===== src/rtl/evtcnt_pkg.sv =====
package evtcnt_pkg;
    localparam int CNT_W  = 32;
    localparam int N_CNT  = 10;
    localparam int RSEL_W = 5;

    localparam int IX_CYC   = 0;
    localparam int IX_DIV   = 1;
    localparam int IX_MUL   = 2;
    localparam int IX_IC    = 3;
    localparam int IX_RFWR  = 4;
    localparam int IX_RFSEL = 5;
    localparam int IX_DMISS = 6;
    localparam int IX_DWB   = 7;
    localparam int IX_DRHIT = 8;
    localparam int IX_DWHIT = 9;

    typedef struct packed {
        logic [2*RSEL_W-1:0] prev_sel;
    } dec_state_t;
endpackage


===== src/rtl/evt_decode.sv =====
module evt_decode
    import evtcnt_pkg::*;
(
    input  logic              clk,
    input  logic              rst_n,
    input  logic              div_busy,
    input  logic              mul_busy,
    input  logic              ic_access,
    input  logic              rf_wr_en,
    input  logic              issue,
    input  logic [RSEL_W-1:0] rs1,
    input  logic [RSEL_W-1:0] rs2,
    input  logic              dc_req,
    input  logic              dc_we,
    input  logic              dc_hit,
    input  logic              dc_wb,
    output logic [N_CNT-1:0]  evt
);
    dec_state_t st_d, st_q;
    logic [2*RSEL_W-1:0] cur_sel;

    always_comb begin
        cur_sel = {rs2, rs1};
        st_d    = st_q;
        if (issue) st_d.prev_sel = cur_sel;

        evt            = '0;
        evt[IX_CYC]    = 1'b1;
        evt[IX_DIV]    = div_busy;
        evt[IX_MUL]    = mul_busy;
        evt[IX_IC]     = ic_access;
        evt[IX_RFWR]   = rf_wr_en;
        evt[IX_RFSEL]  = issue && (cur_sel != st_q.prev_sel);
        evt[IX_DMISS]  = dc_req && !dc_hit;
        evt[IX_DWB]    = dc_wb;
        evt[IX_DRHIT]  = dc_req && dc_hit && !dc_we;
        evt[IX_DWHIT]  = dc_req && dc_hit && dc_we;
    end

    always_ff @(posedge clk or negedge rst_n) begin
        if (!rst_n) st_q <= '0;
        else        st_q <= st_d;
    end

    // a select-change event is only ever raised on an issue cycle
    p_selchg_issue_r5: assert property (@(posedge clk) disable iff (!rst_n)
        evt[IX_RFSEL] |-> issue);
    // a data cache access is at most one of miss, read hit, write hit
    p_dc_excl_r6: assert property (@(posedge clk) disable iff (!rst_n)
        $onehot0({evt[IX_DMISS], evt[IX_DRHIT], evt[IX_DWHIT]}));
endmodule


===== src/rtl/evt_counter.sv =====
module evt_counter #(
    parameter int W = 32
) (
    input  logic         clk,
    input  logic         rst_n,
    input  logic         inc,
    input  logic         clr,
    output logic [W-1:0] cnt
);
    logic [W-1:0] cnt_d, cnt_q;

    always_comb begin
        cnt_d = (clr ? '0 : cnt_q) + W'(inc);
    end

    always_ff @(posedge clk or negedge rst_n) begin
        if (!rst_n) cnt_q <= '0;
        else        cnt_q <= cnt_d;
    end

    assign cnt = cnt_q;

    // a read with no concurrent event leaves zero
    p_clr_zero_r8: assert property (@(posedge clk) disable iff (!rst_n)
        (clr && !inc) |=> (cnt_q == '0));
    // a read with a concurrent event leaves one
    p_clr_one_r8: assert property (@(posedge clk) disable iff (!rst_n)
        (clr && inc) |=> (cnt_q == W'(1)));
    // with neither read nor event the count holds
    p_hold_r9: assert property (@(posedge clk) disable iff (!rst_n)
        (!clr && !inc) |=> $stable(cnt_q));
endmodule


===== src/rtl/evt_rdmux.sv =====
module evt_rdmux
    import evtcnt_pkg::*;
#(
    parameter int ADDR_W = 6
) (
    input  logic                        clk,
    input  logic                        rst_n,
    input  logic                        bus_sel,
    input  logic                        bus_we,
    input  logic [ADDR_W-1:0]           bus_addr,
    input  logic [N_CNT-1:0][CNT_W-1:0] cnt,
    output logic [N_CNT-1:0]            clr,
    output logic [CNT_W-1:0]            rdata
);
    localparam int IDX_W = ADDR_W - 2;

    logic [IDX_W-1:0] idx;
    logic             rd_ok;
    logic [CNT_W-1:0] rdata_d, rdata_q;

    always_comb begin
        idx     = bus_addr[ADDR_W-1:2];
        rd_ok   = bus_sel && !bus_we && (bus_addr[1:0] == 2'b00)
                  && (int'(idx) < N_CNT);
        rdata_d = '0;
        clr     = '0;
        for (int i = 0; i < N_CNT; i++) begin
            if (rd_ok && (int'(idx) == i)) begin
                rdata_d = cnt[i];
                clr[i]  = 1'b1;
            end
        end
    end

    always_ff @(posedge clk or negedge rst_n) begin
        if (!rst_n) rdata_q <= '0;
        else        rdata_q <= rdata_d;
    end

    assign rdata = rdata_q;

    // no mapped read means zero data next cycle
    p_idle_zero_r7: assert property (@(posedge clk) disable iff (!rst_n)
        !rd_ok |=> (rdata_q == '0));
    // at most one counter is cleared per cycle, and none without a read
    p_one_clear_r10: assert property (@(posedge clk) disable iff (!rst_n)
        $onehot0(clr) && (rd_ok || (clr == '0)));
endmodule


===== src/rtl/evtcnt_bank.sv =====
module evtcnt_bank
    import evtcnt_pkg::*;
#(
    parameter int ADDR_W = 6
) (
    input  logic              clk,
    input  logic              rst_n,
    input  logic              div_busy,
    input  logic              mul_busy,
    input  logic              ic_access,
    input  logic              rf_wr_en,
    input  logic              issue,
    input  logic [RSEL_W-1:0] rs1,
    input  logic [RSEL_W-1:0] rs2,
    input  logic              dc_req,
    input  logic              dc_we,
    input  logic              dc_hit,
    input  logic              dc_wb,
    input  logic              bus_sel,
    input  logic              bus_we,
    input  logic [ADDR_W-1:0] bus_addr,
    output logic [CNT_W-1:0]  bus_rdata
);
    logic [N_CNT-1:0]            evt;
    logic [N_CNT-1:0]            clr;
    logic [N_CNT-1:0][CNT_W-1:0] cnt;

    evt_decode u_dec (
        .clk, .rst_n, .div_busy, .mul_busy, .ic_access, .rf_wr_en,
        .issue, .rs1, .rs2, .dc_req, .dc_we, .dc_hit, .dc_wb, .evt
    );

    for (genvar g = 0; g < N_CNT; g++) begin : g_cnt
        evt_counter #(.W(CNT_W)) u_cnt (
            .clk, .rst_n, .inc(evt[g]), .clr(clr[g]), .cnt(cnt[g])
        );
    end

    evt_rdmux #(.ADDR_W(ADDR_W)) u_mux (
        .clk, .rst_n, .bus_sel, .bus_we, .bus_addr, .cnt, .clr,
        .rdata(bus_rdata)
    );

    // the elapsed-time counter is never zero once a clock edge has passed
    p_cycle_live_r2: assert property (@(posedge clk) disable iff (!rst_n)
        1'b1 |=> (cnt[IX_CYC] != '0));
    // a write access leaves every counter uncleared
    p_write_noclr_r9: assert property (@(posedge clk) disable iff (!rst_n)
        bus_we |-> (clr == '0));
endmodule


===== config.mk =====
export PLATFORM = sky130hd
export DESIGN_NAME = evtcnt_bank
export DESIGN_NICKNAME = d
export VERILOG_FILES = /design/src/rtl/evtcnt_pkg.sv /design/src/rtl/evt_decode.sv /design/src/rtl/evt_counter.sv /design/src/rtl/evt_rdmux.sv /design/src/rtl/evtcnt_bank.sv
export SDC_FILE = /design/constraint.sdc
export NUM_CORES = 1
export LEC_CHECK = 0
export BUFFER_PORTS_ARGS = -buffer_cell sky130_fd_sc_hd__buf_2
export CAP_MARGIN = 20
export CORE_MARGIN = 3
export CORE_UTILIZATION = 45
export DETAILED_ROUTE_END_ITERATION = 12
export GPL_TIMING_DRIVEN = 0
export SLEW_MARGIN = 20
export SYNTH_ARGS = -nofsm -noshare
export SYNTH_HDL_FRONTEND = slang
export SYNTH_SLANG_ARGS = --single-unit

===== constraint.sdc =====
create_clock -name clk -period 4.5 [get_ports clk]
set_input_delay 0.9 -clock clk [delete_from_list [all_inputs] [get_ports clk]]
set_output_delay 0.9 -clock clk [all_outputs]
set_load 0.01 [all_outputs]

==> results.md, run 1 <==
- Run status: finished, final reports clean
- Most instantiated flip-flop cell in the synthesis netlist: sky130_fd_sc_hd__dfrtp_1
- Critical Path Start Type: input port
- Number of port buffers: 60
- Cell Count, Final, Fillers Out: 2787
- Number of placement rows: 75
- Cell types with the largest area share after synthesis: sky130_fd_sc_hd__dfrtp_1, sky130_fd_sc_hd__xor2_1, sky130_fd_sc_hd__nor2_1
- Effective utilization at floorplan: 46.1%
- Origin of the critical flop-to-flop path: u_dec.st_q[4]
- CTS H-tree depth: 2
- Overall routed net length: 64.8 mm
- Crit Path Category: input port to flop
- Maximum clock rate: 235 MHz
- Distinct cell type count after synthesis: 74
- Number of enable flip-flop cells after synthesis: 0
- Starting DRT DRC Count: 1628
- Mapped cell area: 19600 um2
- Die extent in y: 215 um
- Wire length of the first global-routing pass: 99.7 mm
- Library cell occupying the most area in the post-synthesis netlist: sky130_fd_sc_hd__dfrtp_1
- Number of max-cap violations: 0
- Die area: 46100 um2
- Via total after detailed routing: 17000
- Share of the synthesized area in the top cell type: 46.2%
- Commonest non-fill, non-tap cells in the layout: sky130_fd_sc_hd__dfrtp_1, sky130_fd_sc_hd__nor2_1, sky130_fd_sc_hd__nand2_1, sky130_fd_sc_hd__xor2_1, sky130_fd_sc_hd__nand3_1
- Remaining global-route overflow: 0
- Number of search-and-repair iterations in the first detailed-routing pass: 5
- Total negative slack: 0 ps
- Num Clock Sinks: 362
- Buffer depth of the longest clock path: 3
- Cts-stage hold buffer count: 0
- Antenna violations before repair: 1
- Worst path setup slack after routing: 242 ps
- Remaining antenna violation count after routing: 0
- Number of design rule violations left after detail routing: 0
- Number of nets at the end of the flow: 2224
- YS warnings: 0
- Tmin final: 4260 ps
- Number of diodes added for antenna fixing: 0
- Category of the worst setup path capture point: flop
- Hold Vio Cnt, Final: 0
- Number of cells on the worst reg-to-reg path: 11
- Root Buffer Master: sky130_fd_sc_hd__clkbuf_16
- Clock-pin slew reported for the worst setup and hold paths after clock tree synthesis: 60 ps
- Average routed wire per standard cell: 23.2 um
- Layout cell share with drive strength beyond 1: 10.5%
- LEAKAGE: 9.34 nW
- Asr flop ratio synth: 100%
- Layout overhead on the synthesized area: 13.2%
- Final slew viol count: 0
- Worst endpoint data arrival time: 4760 ps
- Maximum number of pins on one net before global-route repair: 98
- Flop2flop setup slack: 1480 ps
- Sequential-to-total area share from yosys stat: 46.2%
- Required time reported for the critical path endpoint: 5010 ps
- Mapped Cells: 2069
- Average instance area after synthesis: 9.48 um2
- Number of storage elements in the synthesis netlist: 362
- Vias in the first global route: 16400
- Number of buffers inserted to repair setup after CTS: 0
- I/O pin count: 61
- Clock tree skew after final layout: 21.7 ps
- Power per cell area: 384 nW/um2
- Post-place setup slack: -654 ps
- Standard cell core area: 42500 um2
- Critical Path Fanout Max: 10
- Fin crit share: 94.6%
- Relative max-transition margin: 18.4%
- Gr usage total: 27.9%
- TritonCTS buffer count: 43
- Class of the most critical hold timing path: input port to async pin
- Die width: 215 um
- Post-DP HPWL: 48.4 mm
- CTS tree: done
- Routability Congestion: 1.02
- Later-pin clock latency in the skew report: 590 ps
- Vias per cell: 6.10
- Min Hold Slack: 323 ps
- Maximum ir drop on the vdd rail: 0.285 mV
- Mapped Nets: 2117
- Placed instance count: 2709
- Unrepaired setup endpoints after global routing: false
- Least-Margin Pin Slew: 1220 ps
- Endpoint of the worst register-to-register path: g_cnt[5].u_cnt.cnt[30]
- Setup violation total in the final timing report: 0
- Most common cell after layout, fill and taps aside: sky130_fd_sc_hd__dfrtp_1
critical path: stages:
cell,delay [ps]
sky130_fd_sc_hd__buf_2,130
sky130_fd_sc_hd__buf_2,190
sky130_fd_sc_hd__nor2b_1,150
sky130_fd_sc_hd__clkbuf_1,280
sky130_fd_sc_hd__nand3_1,290
sky130_fd_sc_hd__clkbuf_2,310
sky130_fd_sc_hd__clkbuf_2,300
sky130_fd_sc_hd__and2_1,180
sky130_fd_sc_hd__ha_1,190
sky130_fd_sc_hd__ha_1,220
sky130_fd_sc_hd__and3_1,160
sky130_fd_sc_hd__clkbuf_1,290
sky130_fd_sc_hd__nand2_1,90
sky130_fd_sc_hd__or4_1,460
sky130_fd_sc_hd__or3b_2,460
sky130_fd_sc_hd__a21oi_1,150
synthesized netlist by cell type (all sizes together), types with 45 or more instances:
cell type / number
buf: 45
nand2: 149
a21oi: 92
xor2: 139
nor2: 247
nand3: 130
and3: 47
or3: 51
dfrtp: 362
xnor2: 100
o22ai: 64
clkbuf: 63
nand4: 112
o21ai: 63
kinds of logic (layout without fill, tap and decap cells):
| logic type | after synthesis | after routing | synth area share (%) |
|---|---|---|---|
| mux | 49 | 49 | 3.10 |
| fa+ha+maj | 19 | 19 | 1.21 |
| buf+inv | 144 | 285 | 3.06 |
| compound gates | 328 | 328 | 11.1 |
| simple gates | 928 | 928 | 24.6 |
| xor+xnor | 239 | 239 | 10.7 |
| flops | 362 | 362 | 46.2 |
how the worst max path moves through the flow:
stage                                   endpoint  slack, ps   startpoint
final                     g_cnt[5].u_cnt.cnt[30]        240  bus_addr[2]
after global placement    g_cnt[2].u_cnt.cnt[17]      -4730        rst_n
after detailed placement  g_cnt[5].u_cnt.cnt[22]       -650  bus_addr[1]
after global routing      g_cnt[5].u_cnt.cnt[22]         10  bus_addr[1]
after floorplan           g_cnt[5].u_cnt.cnt[30]        480  bus_addr[2]
after CTS                 g_cnt[5].u_cnt.cnt[30]         60  bus_addr[2]
sequential cells by signal, summed over array words and instances, names as in the netlist:
name             count
g_cnt.u_cnt.cnt    320
u_mux.rdata         32
u_dec.st_q          10
power by group:
group / switching [W] / internal, W
combinational: 0.000527 / 0.000395
sequential: 0.000453 / 0.00357
clock: 0.00147 / 0.00211
cell type report:
cell class | count | area (um2)
fillers | 3933 | 20300
multi-input cells | 1563 | 9980
flip-flops and latches | 362 | 9060
clock buffers | 55 | 1190
well taps | 577 | 722
plain buffers | 107 | 468
repair buffers | 63 | 393
clock inverters | 24 | 250
inverters | 36 | 135
per-layer routing:
metal  vias to the layer above  track usage, %  wire length (um)
li1                       7726               -                 -
met5                         -               0                 0
met3                       161            5.18              4640
met4                         0            13.9              3460
met2                       642            42.7             29100
met1                      8464            38.0             27600
repair_timing:
item                       in CTS  in global routing
resized for setup               1                  7
setup endpoints to repair       4                 16
pin swaps                       0                  0
per-stage QoR:
stage	power [W]	cell area (um2)	utilization (%)
final	0.00853	22200	52.2
after global routing	0.00890	22200	52.2
after CTS	0.00859	22200	52.2
after detailed placement	0.00499	20700	48.8
after global placement	0.00493	20600	48.5
after floorplan	0.00453	19600	-
(Power assumes the default switching activity.)
==> run 2, diff against run 1 <==
Settings changed: CAP_MARGIN 20 to 25, CORE_ASPECT_RATIO set to 1.75.
==> run 2 against run 1 <==
Critical endpoint is now g_cnt[5].u_cnt.cnt[26]. Flip-flop and latch count stayed put. Critical path type unchanged. Global-route usage is 2.2 points higher. Clock power is 11% lower. Critical path depth is 2 lower. Fmax is 0.57% higher.
==> results.md, run 2 (synthesis results as in run 1) <==
- Number of max-cap violations: 0
- Clock tree skew after final layout: 13.4 ps
- Overall routed net length: 69.8 mm
- LEAKAGE: 9.24 nW
- Maximum ir drop on the vdd rail: 0.259 mV
- Category of the worst setup path capture point: flop
- Later-pin clock latency in the skew report: 550 ps
- Proportion of total power due to net switching: 29.8%
- Number of placement rows: 100
- Antenna violations before repair: 1
- CTS H-tree depth: 2
- Flip-flop count of the largest register after layout: 320
- TritonCTS buffer count: 37
- Root Buffer Master: sky130_fd_sc_hd__clkbuf_16
- Number of buffers inserted to repair setup after CTS: 0
- Vias in the first global route: 17000
- Commonest non-fill, non-tap cells in the layout: sky130_fd_sc_hd__dfrtp_1, sky130_fd_sc_hd__nor2_1, sky130_fd_sc_hd__nand2_1, sky130_fd_sc_hd__xor2_1, sky130_fd_sc_hd__nand3_1
- Remaining global-route overflow: 0
- Starting DRT DRC Count: 1414
- Die extent in y: 282 um
- Effective utilization at floorplan: 45.8%
- Filler cell count: 4019
- Relative max-transition margin: 18.5%
- Total negative slack: 0 ps
- Routability Congestion: 1.03
- Average routed wire per standard cell: 25.3 um
- Gr usage total: 30.1%
- Layout cell share with drive strength beyond 1: 10.1%
- Layout overhead on the synthesized area: 12.1%
- Run status: finished, final reports clean
- Critical Path Start Type: input port
- Post-layout utilization of the core: 51.4%
- Switching component of the power: 0.00245 W
- Vias per cell: 6.14
- Number of search-and-repair iterations in the first detailed-routing pass: 5
- Buffer depth of the longest clock path: 3
- Unrepaired setup endpoints after global routing: false
- Design Area, Final: 22000 um2
- Final slew viol count: 0
- Register area: 9060 um2
- Via total after detailed routing: 16900
- Wire length of the first global-routing pass: 104 mm
- Die width: 164 um
- Remaining antenna violation count after routing: 0
- Worst endpoint data arrival time: 4690 ps
- Part of the power in registers: 50.0%
- Maximum number of pins on one net before global-route repair: 82
- Maximum clock rate: 236 MHz
- Setup violation total in the final timing report: 0
- Crit Path Category: input port to flop
- Min Hold Slack: 283 ps
- Relative contribution of combinational cells to total power: 11.3%
- Post-DP Area: 20700 um2
- Number of nets at the end of the flow: 2220
- Post-DP HPWL: 54.6 mm
- Num Clock Sinks: 362
- Power share of the clock group: 38.6%
- Number of design rule violations left after detail routing: 0
- Critical Path Fanout Max: 19
- CTS tree: done
- Die area: 46200 um2
- Area taken by multi-input logic gates: 9970 um2
- Tmin final: 4230 ps
- Number of port buffers: 60
- Fin crit share: 94.1%
- Class of the most critical hold timing path: input port to async pin
- I/O pin count: 61
- Power per cell area: 374 nW/um2
- Hold Vio Cnt, Final: 0
- Int Pwr: 0.00577 W
- Most common cell after layout, fill and taps aside: sky130_fd_sc_hd__dfrtp_1
- Clock-pin slew reported for the worst setup and hold paths after clock tree synthesis: 70 ps
- Required time reported for the critical path endpoint: 4960 ps
- Number of diodes added for antenna fixing: 0
- Least-Margin Pin Slew: 1220 ps
- Standard cell core area: 42800 um2
run 2: cell count changes in the layout (fill, tap and decap cells not counted), sizes merged:
cell / change
bufinv: -2
clkbuf: -6
clkinv: -3
buf: +3
inv: -4
run 2: worst max-delay path, stage by stage:
cell and delay [ps]:
sky130_fd_sc_hd__buf_2 120, sky130_fd_sc_hd__nor4b_4 580, sky130_fd_sc_hd__clkbuf_4 420, sky130_fd_sc_hd__nand3_1 320, sky130_fd_sc_hd__clkbuf_2 430, sky130_fd_sc_hd__and2_1 280, sky130_fd_sc_hd__ha_1 210, sky130_fd_sc_hd__ha_1 230
sky130_fd_sc_hd__and3_1 190, sky130_fd_sc_hd__clkbuf_1 180, sky130_fd_sc_hd__nand4_1 150, sky130_fd_sc_hd__clkbuf_1 340, sky130_fd_sc_hd__o21ai_0 170, sky130_fd_sc_hd__a21oi_1 150
run 2: worst paths after layout:
path                                from                      to  slack [ps]  cells past startpoint
max                          bus_addr[1]  g_cnt[5].u_cnt.cnt[26]         270                     14
min                                rst_n   g_cnt[7].u_cnt.cnt[2]         280                      1
max reg2reg                u_dec.st_q[0]  g_cnt[5].u_cnt.cnt[30]        1530                     11
min reg2reg                u_dec.st_q[3]           u_dec.st_q[3]         530                      1
max in group asynchronous          rst_n           u_dec.st_q[6]        3020                      3
min in group clk           u_dec.st_q[3]           u_dec.st_q[3]         530                      1
run 2: power by group through the flow:
stage | Clock [W] | Sequential [W] | Combinational (W)
final | 0.00318 | 0.00411 | 0.000931
after detailed placement | 0 | 0.00416 | 0.000928
after floorplan | 0 | 0.00389 | 0.000638
after global routing | 0.00337 | 0.00413 | 0.00104
after global placement | 0 | 0.00415 | 0.000881
after CTS | 0.00324 | 0.00410 | 0.000937
run 2: what timing repair did:
item	CTS	global route
hold endpoints to repair	0	0
hold buffers	0	0
endpoints found under the setup margin	14	16
pin swaps	0	0
resized for setup	2	3
run 2: through the flow:
stage / setup slack [ps] / power, W / std cells
floorplan: 484 / 0.00453 / 2069
global placement: -4780 / 0.00503 / 2690
detailed placement: -869 / 0.00508 / 2696
CTS: 9.23 / 0.00827 / 2761
global route: 33.4 / 0.00853 / 2759
finish: 266 / 0.00822 / 2759
run 2: area by class of cell:
| class | count | share of cell area [%] |
|---|---|---|
| multi-input combinational | 1563 | 45.4 |
| sequential | 362 | 41.2 |
| clock buffer | 50 | 4.90 |
| tap | 561 | 3.19 |
| buffer | 106 | 2.11 |
| timing repair buffer | 66 | 1.96 |
| clock inverter | 15 | 0.638 |
| inverter | 36 | 0.615 |
run 2: routing by layer:
metal / vias up / global-route usage (%) / wire length, um
li1: 7699 / - / -
met1: 8349 / 31.0 / 23700
met2: 628 / 53.8 / 35600
met3: 253 / 3.58 / 3310
met4: 0 / 25.0 / 7120
met5: - / 0 / 0
